**config.mk**
```make
export PLATFORM = sky130hd
export DESIGN_NAME = xfer_act_regs
export DESIGN_NICKNAME = d
export VERILOG_FILES = /design/src/rtl/xar_pkg.sv /design/src/rtl/xar_bus_dec.sv /design/src/rtl/xar_src_en.sv /design/src/rtl/xar_sw_reg.sv /design/src/rtl/xfer_act_regs.sv
export SDC_FILE = /design/constraint.sdc
export NUM_CORES = 1
export LEC_CHECK = 0
export ABC_AREA = 0
export BUFFER_PORTS_ARGS = -buffer_cell sky130_fd_sc_hd__buf_2
export CORE_MARGIN = 5
export CORE_UTILIZATION = 29
export CTS_BUF_LIST = sky130_fd_sc_hd__clkbuf_8 sky130_fd_sc_hd__clkbuf_16
export CTS_CLUSTER_SIZE = 40
export DETAILED_ROUTE_END_ITERATION = 7
export RECOVER_POWER = 50
export SETUP_SLACK_MARGIN = 0.02
export SYNTH_ARGS = -nofsm -noshare
export SYNTH_HDL_FRONTEND = slang
export SYNTH_SLANG_ARGS = --single-unit
```
**constraint.sdc**
```tcl
create_clock -name clk_i -period 2.3 [get_ports clk_i]
set_input_delay 0 -clock clk_i [delete_from_list [all_inputs] [get_ports clk_i]]
set_output_delay 0 -clock clk_i [all_outputs]
set_load 0.03 [all_outputs]
```
**src/rtl/xar_pkg.sv**
```systemverilog
package xar_pkg;
  localparam int unsigned DATA_W   = 8;
  localparam int unsigned VEC_W    = DATA_W - 1;
  localparam int unsigned ADDR_W   = 1;
  localparam logic [ADDR_W-1:0] ADDR_EN = 1'b0;
  localparam logic [ADDR_W-1:0] ADDR_SW = 1'b1;
endpackage

```
**src/rtl/xar_bus_dec.sv**
```systemverilog
module xar_bus_dec
  import xar_pkg::*;
#(
  parameter int unsigned NUM_SRC = DATA_W
) (
  input  logic                sel_i,
  input  logic                wr_i,
  input  logic [ADDR_W-1:0]   addr_i,
  input  logic [NUM_SRC-1:0]  en_i,
  input  logic                sw_flag_i,
  input  logic [VEC_W-1:0]    sw_vec_i,
  output logic                we_en_o,
  output logic                we_sw_o,
  output logic                rd_sw_o,
  output logic [DATA_W-1:0]   rdata_o
);
  always_comb begin
    we_en_o = sel_i && wr_i && (addr_i == ADDR_EN);
    we_sw_o = sel_i && wr_i && (addr_i == ADDR_SW);
    rd_sw_o = sel_i && !wr_i && (addr_i == ADDR_SW);
    rdata_o = '0;
    if (sel_i && !wr_i) begin
      if (addr_i == ADDR_EN) rdata_o[NUM_SRC-1:0] = en_i;
      else                   rdata_o = {sw_flag_i, sw_vec_i};
    end
  end
endmodule

```
**src/rtl/xar_src_en.sv**
```systemverilog
module xar_src_en
  import xar_pkg::*;
#(
  parameter int unsigned NUM_SRC = DATA_W,
  localparam int unsigned IDX_W  = (NUM_SRC > 1) ? $clog2(NUM_SRC) : 1
) (
  input  logic               clk_i,
  input  logic               rst_ni,
  input  logic               we_i,
  input  logic [NUM_SRC-1:0] wdata_i,
  input  logic               done_i,
  input  logic [IDX_W-1:0]   done_src_i,
  input  logic               dis_after_i,
  input  logic               cnt_last_i,
  output logic [NUM_SRC-1:0] en_o
);
  logic hw_clr;
  assign hw_clr = done_i && (dis_after_i || cnt_last_i);

  for (genvar i = 0; i < NUM_SRC; i++) begin : g_bit
    logic clr;
    assign clr = hw_clr && (done_src_i == IDX_W'(i));
    // hardware clear takes precedence over a bus write
    always_ff @(posedge clk_i or negedge rst_ni) begin
      if (!rst_ni)   en_o[i] <= 1'b0;
      else if (clr)  en_o[i] <= 1'b0;
      else if (we_i) en_o[i] <= wdata_i[i];
    end
  end
endmodule

```
**src/rtl/xar_sw_reg.sv**
```systemverilog
module xar_sw_reg
  import xar_pkg::*;
(
  input  logic              clk_i,
  input  logic              rst_ni,
  input  logic              we_i,
  input  logic              rd_i,
  input  logic [DATA_W-1:0] wdata_i,
  output logic              flag_o,
  output logic [VEC_W-1:0]  vec_o,
  output logic              rd_seen_o
);
  always_ff @(posedge clk_i or negedge rst_ni) begin
    if (!rst_ni) begin
      flag_o    <= 1'b0;
      vec_o     <= '0;
      rd_seen_o <= 1'b0;
    end else if (we_i) begin
      vec_o <= wdata_i[VEC_W-1:0];
      if (wdata_i[DATA_W-1]) begin
        flag_o <= 1'b1;
      end else if (rd_seen_o) begin
        flag_o    <= 1'b0;
        rd_seen_o <= 1'b0;
      end
    end else if (rd_i && flag_o) begin
      rd_seen_o <= 1'b1;
    end
  end
endmodule

```
**src/rtl/xfer_act_regs.sv**
```systemverilog
module xfer_act_regs
  import xar_pkg::*;
#(
  parameter int unsigned NUM_SRC = DATA_W,
  localparam int unsigned IDX_W  = (NUM_SRC > 1) ? $clog2(NUM_SRC) : 1
) (
  input  logic               clk_i,
  input  logic               rst_ni,
  input  logic               sel_i,
  input  logic               wr_i,
  input  logic [ADDR_W-1:0]  addr_i,
  input  logic [DATA_W-1:0]  wdata_i,
  output logic [DATA_W-1:0]  rdata_o,
  input  logic [NUM_SRC-1:0] irq_i,
  input  logic               done_i,
  input  logic [IDX_W-1:0]   done_src_i,
  input  logic               dis_after_i,
  input  logic               cnt_last_i,
  output logic [NUM_SRC-1:0] act_req_o,
  output logic               sw_req_o,
  output logic [VEC_W-1:0]   sw_vec_o
);
  logic [NUM_SRC-1:0] en_q;
  logic               sw_flag;
  logic               sw_rd_seen;
  logic               we_en, we_sw, rd_sw;

  xar_bus_dec #(.NUM_SRC(NUM_SRC)) u_dec (
    .sel_i(sel_i), .wr_i(wr_i), .addr_i(addr_i),
    .en_i(en_q), .sw_flag_i(sw_flag), .sw_vec_i(sw_vec_o),
    .we_en_o(we_en), .we_sw_o(we_sw), .rd_sw_o(rd_sw), .rdata_o(rdata_o)
  );

  xar_src_en #(.NUM_SRC(NUM_SRC)) u_en (
    .clk_i(clk_i), .rst_ni(rst_ni), .we_i(we_en),
    .wdata_i(wdata_i[NUM_SRC-1:0]), .done_i(done_i),
    .done_src_i(done_src_i), .dis_after_i(dis_after_i),
    .cnt_last_i(cnt_last_i), .en_o(en_q)
  );

  xar_sw_reg u_sw (
    .clk_i(clk_i), .rst_ni(rst_ni), .we_i(we_sw), .rd_i(rd_sw),
    .wdata_i(wdata_i), .flag_o(sw_flag), .vec_o(sw_vec_o),
    .rd_seen_o(sw_rd_seen)
  );

  assign act_req_o = irq_i & en_q;
  assign sw_req_o  = sw_flag;
endmodule

```
Word-level counts from Yosys, hierarchy flattened
Index checks and enable logic that the tools add are counted.
{"block": "totals", "reg_bits": 17, "out_inout_bits": 24}
{"block": "classes", "n_eq_ne": 8, "n_mux": 23, "bitwise": 2, "reduce_logical": 30}
{"operator": "2-to-1 mux 1 bit", "n": 21}
{"operator": "nonzero test 2 bit", "n": 10}
{"operator": "2-to-1 mux 8 bit", "n": 2}
{"operator": "logical AND 1 bit", "n": 15}
{"operator": "== test 3 bit (second input constant)", "n": 4}
{"operator": "bitwise AND 8 bit", "n": 1}
{"operator": "== test 3 x 2 -> 1 bit (second input constant)", "n": 2}
{"operator": "AND reduction 2 bit", "n": 2}
{"operator": "== test 3 x 1 -> 1 bit (second input constant)", "n": 1}
{"operator": "logical NOT 3 bit", "n": 1}
{"operator": "inequality test 2 bit (second input constant)", "n": 1}
{"operator": "logical NOT 1 bit", "n": 1}
{"operator": "logical OR 1 bit", "n": 1}
{"operator": "inverter 1 bit", "n": 1}

Longest topological paths before layout
{"block": "depth", "word_depth": 6, "depth_mapped": 4, "mapped_depth_nobuf": 3}

By module
Synthesis repeated with hierarchy kept, for this count alone.
{"block": "unflattened", "hier_cells": 85, "area_unflattened_um2": 950.9}
{"mod": "xar_src_en", "instances": 1, "cells_each": 31, "area_per_inst_um2": 377.9}
{"mod": "xar_sw_reg", "instances": 1, "cells_each": 22, "area_per_inst_um2": 367.9}
{"mod": "xar_bus_dec", "instances": 1, "cells_each": 24, "area_per_inst_um2": 155.1}
{"mod": "xfer_act_regs", "instances": 1, "cells_each": 8, "area_per_inst_um2": 50.0}

Worst setup path before layout
No wires, ideal clock.
{"block": "synth_path", "path_kind": "register -> output", "startpoint": "register u_sw.flag_o", "endpoint": "output rdata_o[7]", "arrival_time_ns": 1.059, "path_slack_ns": 1.241, "stages_incl_launch_ff": 3, "path_cell_list": "dfrtp_1 > mux2i_1 > nor2_1"}
{"block": "synth_between", "elab_chain_len": 2}
{"element": "start: declaration", "line": "xar_sw_reg.sv:9", "source": "output logic flag_o,"}
{"element": "start signal: assignment", "line": "xar_sw_reg.sv:15", "source": "flag_o <= 1'b0;"}
{"element": "start signal: assignment", "line": "xar_sw_reg.sv:21", "source": "flag_o <= 1'b1;"}
{"element": "start signal: assignment", "line": "xar_sw_reg.sv:23", "source": "flag_o <= 1'b0;"}
{"element": "2-to-1 mux 8 bit", "line": "xar_bus_dec.sv:23", "source": "if (addr_i == ADDR_EN) rdata_o[NUM_SRC-1:0] = en_i;"}
{"element": "2-to-1 mux 8 bit", "line": "xar_bus_dec.sv:22", "source": "if (sel_i && !wr_i) begin"}
{"element": "end: declaration", "line": "xfer_act_regs.sv:13", "source": "output logic [DATA_W-1:0] rdata_o,"}
No other way between the ends.

Final worst setup path
{"block": "layout_path", "startpoint": "input addr_i", "endpoint": "register u_sw.vec_o[0]"}
{"block": "layout_between", "elab_chain_len": 1}
{"element": "start: declaration", "line": "xfer_act_regs.sv:11", "source": "input logic [ADDR_W-1:0] addr_i,"}
{"element": "logical AND 1 bit", "line": "xar_bus_dec.sv:19", "source": "we_sw_o = sel_i && wr_i && (addr_i == ADDR_SW);"}
{"element": "end signal: assignment", "line": "xar_sw_reg.sv:19", "source": "vec_o <= wdata_i[VEC_W-1:0];"}
{"element": "end: declaration", "line": "xar_sw_reg.sv:10", "source": "output logic [VEC_W-1:0] vec_o,"}
No other way between the ends.
A chain may end at the register's enable or synchronous reset.

==> results.ini <==
[run_status]
status = finished clean

[sta]
slew_headroom = 0.3843
finClkSkew_ns = 0.00001257
period_needed_ns = 1.233
hold_viol_final = 0
finalSetupViolations = 0
timing.fmax_mhz = 811.2
maxSlewViolCount = 0
setup_tns_ns = 0
period_share = 0.5359
rsz0062_at_grt = no
tightestPinTransition_ns = 0.9235

[job]
drv_cap = 0

[yosys]
synth.distinct_cells = 22
synth_seq_area_share = 0.4527
avgSynthCellArea_um2 = 10.21
synth_cells = 92
synth_area_um2 = 939.7
synth_nets = 119
yosys_register_bits = 17
ys_warn_count = 0

[global_routing]
antenna_found_initial = 0
grt_max_degree = 18
grt_first_pass_wirelength_mm = 3.926
overflow = 0
grt_util_all_layers = 0.1165
grt_pass1_vias = 876

[cts]
cts_max_level = 1
clock_latency_ns = 0.25
cts_buffers = 3
clock-sinks = 17
tritoncts = built
root_buffer = clkbuf_8
post_cts_buffers = 0
clkTransAtPathRegs_ns = 0.06
cts_buffer_depth = 2

[placed_design]
io_buffers = 50
place.gp.congestion = 0.7512
dp_hpwl_mm = 2.005

[finish]
drive_gt1_frac = 0.3919
syn2layout_area_growth_pct = 39.95
antenna_cells = 0
fin_nets = 176
post-route-util = 0.4272

[critical_path]
r2r_start = u_sw.vec_o[2]
path_max_fanout = 14
worstPathArrival_ns = 1.37
startpoint_type = input port
crit_type = input port to register
r2r_cells = 1
end_kind = register
r2r-end = u_sw.vec_o[2]
worstPathRequired_ns = 2.44
rrSetupSlack_ns = 1.51

[floorplanning]
num_rows = 20
core_um2 = 3078
dieArea_um2 = 4478
fp.dieW_um = 66.92
start_util = 0.3053
die_h_um = 66.92
pin_count = 51

[power_and_ir_drop]
p_per_area_nw_per_um2 = 726.3
ir_worst_vdd_uv = 207.4
leakage_nw = 0.6603

[drt]
finalWirelength_mm = 2.544
detailroute.via_count = 874
drc = 0
drt-vias-per-instance = 4.552
routedWlPerCell_um = 13.25
drtIter0Drc = 24
ant_nets = 0
first_pass_iters = 5

[min_path]
whs_path_depth = 3
holdPathEnd = u_en.en_o[7]
hold_class = input port to register
min_from = wdata_i[7]

==> cell families after synthesis <==
logic type	after synthesis	share of synthesized area
AND/OR/NAND/NOR	40	0.2037
buffers and inverters	4	0.03328
AO/OA/AOI/OAI	14	0.09987
multiplexers	17	0.2104
flip-flops	17	0.4527
==> worst max-delay path, cell delays in order <==
cell,delay [ns]
clkbuf_1,0.56
and3_2,0.48
mux2_4,0.32
==> registers in the layout (all words and copies together) (netlist names) <==
register / count
u_en.en_o: 8
u_sw.vec_o: 7
u_sw.rd_seen_o: 1
u_sw.flag_o: 1
==> worst max-delay path by stage <==
stage	start	endpoint	slack, ns	depth (start not counted)
after floorplan	u_sw.flag_o	rdata_o[7]	1.24	2
after global placement	addr_i	u_sw.vec_o[4]	1.17	3
after global routing	addr_i	u_sw.vec_o[2]	0.99	3
final	addr_i	u_sw.vec_o[0]	1.07	3
after detailed placement	addr_i	u_sw.vec_o[4]	1.16	3
after CTS	u_sw.flag_o	rdata_o[7]	1.26	3
==> report_power, final <==
part	total, mW	switching (mW)	internal, mW
Clock	0.219	0.0989	0.120
Combinational	0.339	0.204	0.135
Sequential	0.397	0.0430	0.354
Total	0.955	0.346	0.609
==> synthesized netlist by cell type (all sizes together) <==
| master | n | area, um^2 |
|---|---|---|
| a31oi | 2 | 12.51 |
| nand2 | 3 | 11.26 |
| o32ai | 3 | 26.28 |
| a22o | 1 | 8.760 |
| nand2b | 3 | 18.77 |
| and3b | 1 | 8.760 |
| dfrtp | 17 | 425.4 |
| clkbuf | 1 | 3.750 |
| o21ai | 3 | 15.01 |
| buf | 3 | 27.52 |
| nand3b | 1 | 7.510 |
| o22ai | 3 | 18.77 |
| mux2i | 10 | 100.1 |
| o211ai | 1 | 7.510 |
| and3 | 1 | 7.510 |
| nand3 | 1 | 5.000 |
| a21oi | 1 | 5.000 |
| mux2 | 7 | 97.59 |
| and2 | 8 | 50.05 |
| nor2 | 22 | 82.58 |
==> stage by stage <==
step,std cells,total power [mW],hold slack [ns],setup WS (ns),area [um^2]
2_1_floorplan,92,0.6257,-0.2956,1.241,939.7
3_3_place_gp,182,0.7361,-0.05637,1.174,1214
3_5_place_dp,182,0.7411,-0.05573,1.156,1214
4_1_cts,190,0.9655,0.0003270,1.255,1300
5_1_grt,192,1.013,0.005476,0.9896,1315
6_report,192,0.9551,0.003036,1.067,1315
==> cells in the final DEF (no fill, tap or decap), types with 3 or more instances in the layout <==
cell type and count:
and2_1 8, buf_2 46, clkbuf_1 4, clkbuf_8 3, dfrtp_1 17, dlygate4sd3_1 6
mux2_4 5, mux2i_1 10, nand2_1 3, nand2b_1 3, nor2_1 22, o21ai_0 3
o22ai_1 3, o32ai_1 3
==> metal layers <==
| metal | GRT usage | vias to the layer above | wire length, um |
|---|---|---|---|
| met4 | 0.06835 | 0 | 70 |
| met5 | 0 | - | 0 |
| met2 | 0.2104 | 30 | 1243 |
| li1 | - | 434 | - |
| met1 | 0.1182 | 403 | 1023 |
| met3 | 0.03204 | 7 | 206 |
==> area by class of cell <==
cell class / instances / area (um^2)
fill: 327 / 1763
multi-input combinational: 71 / 483.0
sequential: 17 / 425.4
timing repair buffer: 56 / 305.3
tap: 44 / 55.05
clock buffer: 3 / 41.29
clock inverter: 1 / 5.005
==> timing repair <==
item                      4_1_cts  5_1_grt
hold endpoints to repair       23        3
hold buffers                    4        2
gates resized for setup         0        0
Note: power is estimated with default switching activity, not from simulation.
